$ cat src/rtl/opsh_pkg.sv
package opsh_pkg;

  typedef enum logic [1:0] {
    SH_LSL = 2'd0,
    SH_LSR = 2'd1,
    SH_ASR = 2'd2,
    SH_ROR = 2'd3
  } sh_kind_e;

  // Special-case controls produced by the distance decoder
  typedef struct packed {
    logic rrx;   // one-bit rotate through the carry flag
    logic pass;  // value and carry go through untouched
  } sh_ctl_t;

endpackage

$ cat src/rtl/opsh_amount.sv
// Picks the effective shift distance and marks the zero-distance special cases.
module opsh_amount
  import opsh_pkg::*;
#(
  parameter int W         = 32,
  parameter int AMT_W     = 8,
  parameter int IMM_AMT_W = 5
) (
  input  sh_kind_e             kind,
  input  logic                 amt_src,
  input  logic [IMM_AMT_W-1:0] amt_imm,
  input  logic [W-1:0]         amt_reg,
  output logic [AMT_W-1:0]     amt,
  output sh_ctl_t              ctl
);

  logic unused_hi_bits;
  assign unused_hi_bits = ^amt_reg[W-1:AMT_W];

  always_comb begin
    amt = '0;
    ctl = '0;
    if (amt_src) begin
      amt      = amt_reg[AMT_W-1:0];
      ctl.pass = (amt_reg[AMT_W-1:0] == '0);
    end else if (amt_imm == '0) begin
      unique case (kind)
        SH_LSL:  ctl.pass = 1'b1;
        SH_ROR:  ctl.rrx  = 1'b1;
        default: amt      = AMT_W'(W);
      endcase
    end else begin
      amt = AMT_W'(amt_imm);
    end
  end

endmodule

$ cat src/rtl/opsh_core.sv
// Shifts a register value by a decoded distance and returns the last bit out.
module opsh_core
  import opsh_pkg::*;
#(
  parameter int W     = 32,
  parameter int AMT_W = 8
) (
  input  logic [W-1:0]     val,
  input  sh_kind_e         kind,
  input  logic [AMT_W-1:0] amt,
  input  sh_ctl_t          ctl,
  input  logic             cin,
  output logic [W-1:0]     res,
  output logic             cout
);

  localparam int SH_W = $clog2(W);

  logic [W:0]       lsl_w;
  logic [W:0]       lsr_w;
  logic [W:0]       asr_w;
  logic [2*W-1:0]   ror_w;
  logic [AMT_W-1:0] asr_amt;

  // One guard bit beside the value catches the last bit shifted out
  assign lsl_w   = {1'b0, val} << amt;
  assign lsr_w   = {val, 1'b0} >> amt;
  assign asr_amt = (int'(amt) > W) ? AMT_W'(W) : amt;
  assign asr_w   = (W+1)'($signed({val, 1'b0}) >>> asr_amt);
  assign ror_w   = {val, val} >> amt[SH_W-1:0];

  always_comb begin
    res  = val;
    cout = cin;
    if (ctl.pass) begin
      res  = val;
      cout = cin;
    end else if (ctl.rrx) begin
      res  = {cin, val[W-1:1]};
      cout = val[0];
    end else begin
      unique case (kind)
        SH_LSL: begin
          res  = lsl_w[W-1:0];
          cout = lsl_w[W];
        end
        SH_LSR: begin
          res  = lsr_w[W:1];
          cout = lsr_w[0];
        end
        SH_ASR: begin
          res  = asr_w[W:1];
          cout = asr_w[0];
        end
        default: begin
          res  = ror_w[W-1:0];
          cout = ror_w[W-1];
        end
      endcase
    end
  end

endmodule

$ cat src/rtl/opsh_immrot.sv
// Rotated-constant form: widens a byte and rotates it right by 2*rot.
module opsh_immrot #(
  parameter int W     = 32,
  parameter int IMM_W = 8,
  parameter int ROT_W = 4
) (
  input  logic [IMM_W-1:0] imm,
  input  logic [ROT_W-1:0] rot,
  input  logic             cin,
  output logic [W-1:0]     res,
  output logic             cout
);

  logic [W-1:0] stage [ROT_W+1];

  assign stage[0] = W'(imm);

  // One fixed rotate per rotate-field bit; stage k moves by 2 << k
  for (genvar k = 0; k < ROT_W; k++) begin : g_stage
    localparam int DIST = 2 << k;
    assign stage[k+1] = rot[k] ? {stage[k][DIST-1:0], stage[k][W-1:DIST]}
                               : stage[k];
  end

  assign res  = stage[ROT_W];
  assign cout = (rot == '0) ? cin : stage[ROT_W][W-1];

endmodule

$ cat src/rtl/opnd_shifter.sv
module opnd_shifter
  import opsh_pkg::*;
#(
  parameter int W         = 32,
  parameter int AMT_W     = 8,
  parameter int IMM_AMT_W = 5,
  parameter int IMM_W     = 8,
  parameter int ROT_W     = 4
) (
  input  logic                 clk,
  input  logic                 rst,
  input  logic [W-1:0]         opnd_val,
  input  logic [1:0]           shift_kind,
  input  logic                 amt_src,
  input  logic [IMM_AMT_W-1:0] amt_imm,
  input  logic [W-1:0]         amt_reg,
  input  logic                 imm_mode,
  input  logic [IMM_W-1:0]     imm_byte,
  input  logic [ROT_W-1:0]     imm_rot,
  input  logic                 carry_in,
  output logic [W-1:0]         result,
  output logic                 carry_out
);

  sh_kind_e         kind;
  logic [AMT_W-1:0] eff_amt;
  sh_ctl_t          ctl;
  logic [W-1:0]     sh_res;
  logic             sh_c;
  logic [W-1:0]     ir_res;
  logic             ir_c;

  assign kind = sh_kind_e'(shift_kind);

  opsh_amount #(.W(W), .AMT_W(AMT_W), .IMM_AMT_W(IMM_AMT_W)) u_amt (
    .kind    (kind),
    .amt_src (amt_src),
    .amt_imm (amt_imm),
    .amt_reg (amt_reg),
    .amt     (eff_amt),
    .ctl     (ctl)
  );

  opsh_core #(.W(W), .AMT_W(AMT_W)) u_core (
    .val  (opnd_val),
    .kind (kind),
    .amt  (eff_amt),
    .ctl  (ctl),
    .cin  (carry_in),
    .res  (sh_res),
    .cout (sh_c)
  );

  opsh_immrot #(.W(W), .IMM_W(IMM_W), .ROT_W(ROT_W)) u_irot (
    .imm  (imm_byte),
    .rot  (imm_rot),
    .cin  (carry_in),
    .res  (ir_res),
    .cout (ir_c)
  );

  always_ff @(posedge clk) begin
    if (rst) begin
      result    <= '0;
      carry_out <= 1'b0;
    end else if (imm_mode) begin
      result    <= ir_res;
      carry_out <= ir_c;
    end else begin
      result    <= sh_res;
      carry_out <= sh_c;
    end
  end

endmodule

$ cat config.mk
export PLATFORM = sky130hd
export DESIGN_NAME = opnd_shifter
export DESIGN_NICKNAME = d
export VERILOG_FILES = /design/src/rtl/opsh_pkg.sv /design/src/rtl/opsh_amount.sv /design/src/rtl/opsh_core.sv /design/src/rtl/opsh_immrot.sv /design/src/rtl/opnd_shifter.sv
export SDC_FILE = /design/constraint.sdc
export NUM_CORES = 1
export LEC_CHECK = 0
export ABC_AREA = 0
export BUFFER_PORTS_ARGS = -buffer_cell sky130_fd_sc_hd__clkbuf_2
export CAP_MARGIN = 20
export CORE_MARGIN = 8
export CORE_UTILIZATION = 36
export CTS_BUF_LIST = sky130_fd_sc_hd__clkbuf_8
export DETAILED_ROUTE_END_ITERATION = 7
export SLEW_MARGIN = 10
export SYNTH_ARGS = -nofsm -noshare
export SYNTH_HDL_FRONTEND = slang
export SYNTH_SLANG_ARGS = --single-unit
$ cat constraint.sdc
create_clock -name clk -period 4.5 [get_ports clk]
set_input_delay 0.45 -clock clk [delete_from_list [all_inputs] [get_ports clk]]
set_output_delay 0.45 -clock clk [all_outputs]
set_load 0.01 [all_outputs]
==> run summary <==
After layout, the worst path uses about 86% of the clock period. The timing-limited maximum frequency is 0.258 GHz. The area taken by flip-flops and latches is roughly 660 µm². The run finished, with violations left. The time the final worst path needs with I/O delays and setup came out at 3.87 ns. Data on the critical path is required at its endpoint by roughly 4.6 ns. The number of hold violations in the final report was 0. The number of flip-flops and latches in the synthesized netlist came out at 33. The top cell type by total area after synthesis is sky130_fd_sc_hd__mux4_2.

The area taken by multi-input logic gates is between 9000 and 10000 µm². The post-synth net total came out at 1613. The sequential-to-total area share from yosys stat came out at between 6 and 7%.

The floorplan step defined a core boundary enclosing approximately 30000 µm². In this run the worst hold path is classified as in -> reg. The fraction of layout instances using a drive strength above 1 came out at 20.2%. The number of flops mapped to enable cells by yosys is 0. The total overflow reported by the global router came out at 0. The number of clock sinks is 33. The type of element capturing the critical path is a register.

Counting both buffers and inverters, the worst setup path holds a total of 2. The first-pass GRT wire length came out at 95400 µm. The number of detailed-route iterations in the first pass is 8. The count of placed standard cells including taps is about 1.9k.

The routed length per placed instance is around 35 µm. The final count of pins violating max slew is 0. The root buffer cell chosen for the clock tree is sky130_fd_sc_hd__clkbuf_8. The fraction of registers with async set or reset after synthesis came out at 0%. Routability-driven placement finished with a final weighted congestion of approximately 1.1. Using the TritonRoute via totals, the vias-per-cell ratio works out to between 7 and 8. The checks that failed: DRC.

The CTS clock-pin slew for the worst setup and hold paths is 0.07 ns. The detailed router placed approximately 14k vias in this run. The data arrival time at the worst-slack endpoint is 4.00 ns. Global routing used roughly 36% of the available tracks across all layers. The wire length after detailed routing came out at 66600 µm. The number of buffers on the longest clock path came out at 2.

The post-synthesis cell type count came out at 83. The synthesized design devotes to its leading area cell type 12.3% of total area. The final setup violation count came out at 0. The total of warnings raised by yosys came out at 0. Ranked by total cell area, the synthesized netlist is headed by sky130_fd_sc_hd__mux4_2 (12%), sky130_fd_sc_hd__mux2i_1 (12%), sky130_fd_sc_hd__nand2_1 (6.7%), sky130_fd_sc_hd__dfxtp_1 (6.1%), sky130_fd_sc_hd__a21oi_1 (5.1%).

The die outline area came out at 35700 µm². The via count of the first global-routing pass is 13.3k. The type of element launching the critical path is an input port. The count of H-tree levels built during CTS came out at 2.

The count of maximum capacitance violations is 0. On the critical path the largest part of the delay comes from compound AO/OA/AOI/OAI gates. The power density of the placed cells is 205 nW/µm². The slew at the pin closest to its max-slew limit is ~1.1 ns. The post-detailed-placement cell area came out at 11700 µm². After the last flow step, the layout net total stands at 1619.

The final antenna-violating net count came out at 0. The headroom to the max-slew limit came out at 26.1%. The worst setup path is of the in -> reg kind. The most used flip-flop cell after synthesis is sky130_fd_sc_hd__dfxtp_1. The largest vdd supply drop is 0.000145 V. The cell leakage power came out at between 4 and 5 nW.

The number of buffers inserted by port buffering came out at between 90 and 100. The number of cell rows came out at 63. The synthesized netlist cell count is between 1.5k and 2k. The maximum number of pins on one net before global-route repair came out at 74.

The number of antenna violations at the first check in global routing came out at 5. The first routing iteration left roughly 2.5k violations. The number of standard cells in the layout, taps in and fillers out came out at approximately 1.9k.

The largest single stage delay on the critical path is 0.59 ns. The estimated wirelength of the detail-placed design is between 40000 and 50000 µm. The signal on the critical path passes through clkbuf_2, buf_4, mux2_2, nor2_4, a31o_2, nand2_1, a31oi_1, nor2_1, a211o_1, a211oi_1. Setup repair after global routing left no endpoint under its margin. The number of buffers added by the clock tree synthesis step is 5.

The commonest cells after synthesis are sky130_fd_sc_hd__nand2_1 (193), sky130_fd_sc_hd__mux2i_1 (127), sky130_fd_sc_hd__nor2_1 (124). The post-route cell area is 11800 µm². The post-detailed-route DRC marker count came out at 2. The initial core utilization came out at 36.5%. The relative area change from synthesis to final layout came out at 9.68%.

sky130_fd_sc_hd__nand2_1 is the most common cell in the netlist. The post-CTS resize count is 0. The library cell contributing the largest single delay on the critical path is sky130_fd_sc_hd__a31o_2.

The y dimension of the die came out at 189 µm. 121 I/O pins were placed. The final hold slack came out at 0.671 ns. The mean instance size in the synthesized netlist is just over 7 µm².

The final-layout fill cell count came out at between 3k and 4k. The number of buffers inserted by post-CTS setup repair came out at 0. The number of buffers inserted by hold repair at cts came out at 0.

The summed negative setup slack over all endpoints is 0 ns. The TritonCTS clock tree is yes. In this run the worst path has a maximum fanout of 24. The width of the die came out at ~190 µm. The total standard cell area after synthesis is around 11000 µm².
[where the power goes]
part           total [W]  switching, W  leakage [nW]  internal, W
logic            0.00181       0.00121          4.15     0.000598
registers       0.000321    0.00000568         0.271     0.000315
clock network   0.000294      0.000114        0.0574     0.000180
total            0.00243       0.00133          4.48      0.00109
[flip-flops by register name, indices dropped and copies added (netlist names)]
signal	cells
result	32
carry_out	1
[cells by family after synthesis]
logic type | Yosys count | share of synthesized area [%]
AO/OA/AOI/OAI | 567 | 36.3
AND/OR/NAND/NOR | 500 | 20.9
multiplexers | 216 | 27.4
buffers and inverters | 199 | 8.74
flip-flops | 33 | 6.13
adder cells (fa/ha/maj) | 5 | 0.580
[placed cells by master, fill, tap and decap left out, types with 7 or more instances in the layout]
cell type | netlist | final
sky130_fd_sc_hd__o221ai_1 | 16 | 16
sky130_fd_sc_hd__mux2i_1 | 127 | 125
sky130_fd_sc_hd__a22o_1 | 10 | 10
sky130_fd_sc_hd__o2111ai_1 | 9 | 9
sky130_fd_sc_hd__nand3_1 | 56 | 56
sky130_fd_sc_hd__clkbuf_2 | 0 | 96
sky130_fd_sc_hd__a311oi_1 | 8 | 8
sky130_fd_sc_hd__nor2b_1 | 7 | 7
sky130_fd_sc_hd__mux4_2 | 59 | 59
sky130_fd_sc_hd__nor2_1 | 124 | 124
sky130_fd_sc_hd__and2_1 | 9 | 9
sky130_fd_sc_hd__nand2_1 | 193 | 193
sky130_fd_sc_hd__nand2b_1 | 8 | 8
sky130_fd_sc_hd__dfxtp_1 | 33 | 33
sky130_fd_sc_hd__a21oi_1 | 109 | 109
sky130_fd_sc_hd__a31oi_1 | 34 | 33
sky130_fd_sc_hd__a211oi_1 | 38 | 38
sky130_fd_sc_hd__o22ai_1 | 38 | 38
sky130_fd_sc_hd__a221oi_1 | 21 | 21
sky130_fd_sc_hd__nor4_1 | 7 | 7
sky130_fd_sc_hd__buf_4 | 12 | 81
sky130_fd_sc_hd__o31ai_1 | 14 | 14
sky130_fd_sc_hd__a221o_1 | 10 | 10
sky130_fd_sc_hd__o211ai_1 | 46 | 46
sky130_fd_sc_hd__inv_1 | 12 | 12
sky130_fd_sc_hd__a2bb2oi_1 | 11 | 11
sky130_fd_sc_hd__a21o_1 | 7 | 7
sky130_fd_sc_hd__nor3_1 | 44 | 44
sky130_fd_sc_hd__o21ai_0 | 100 | 100
sky130_fd_sc_hd__and3_1 | 16 | 16
sky130_fd_sc_hd__o32ai_1 | 8 | 8
sky130_fd_sc_hd__a22oi_1 | 18 | 18
sky130_fd_sc_hd__buf_12 | 0 | 9
sky130_fd_sc_hd__o2bb2ai_1 | 7 | 7
sky130_fd_sc_hd__mux2_2 | 25 | 24
[area by class of cell]
cell class                 instances  area share (%)
inverter                          12           0.381
tap                              390            4.13
clock buffer                       6           0.698
antenna                            1          0.0212
clock inverter                     2           0.317
timing repair buffer             186            10.7
multi-input combinational       1288            78.1
sequential                        33            5.59
[tightest hold or removal path, stage by stage]
cell	delay, ns
sky130_fd_sc_hd__clkbuf_2	0.12
sky130_fd_sc_hd__nand3_1	0.07
sky130_fd_sc_hd__o21ai_0	0.09
sky130_fd_sc_hd__nand2_1	0.09
sky130_fd_sc_hd__a31oi_1	0.08
[per-layer routing]
layer | track usage (%) | vias to the layer above | share of wire (%)
li1 | - | 5933 | -
met1 | 47.9 | 6865 | 39
met2 | 51.8 | 1293 | 41
met3 | 9.60 | 281 | 14
met4 | 17.0 | 6 | 6.4
met5 | 0 | - | 0.054
[final timing paths]
check,endpoint,slack [ns],startpoint,cells after the start
setup / recovery,result[10],0.63,amt_src,10
hold / removal,result[7],0.67,imm_byte[7],5
[per-stage QoR]
step	util [%]	power [W]	setup slack, ns
after floorplan	-	0.00140	1.58
after global placement	39.6	0.00204	0.513
after detailed placement	39.6	0.00204	0.474
after CTS	40.0	0.00234	0.783
after global routing	40.0	0.00249	0.588
final	40.0	0.00243	0.627
No activity file was read; power rests on OpenSTA's default activity.
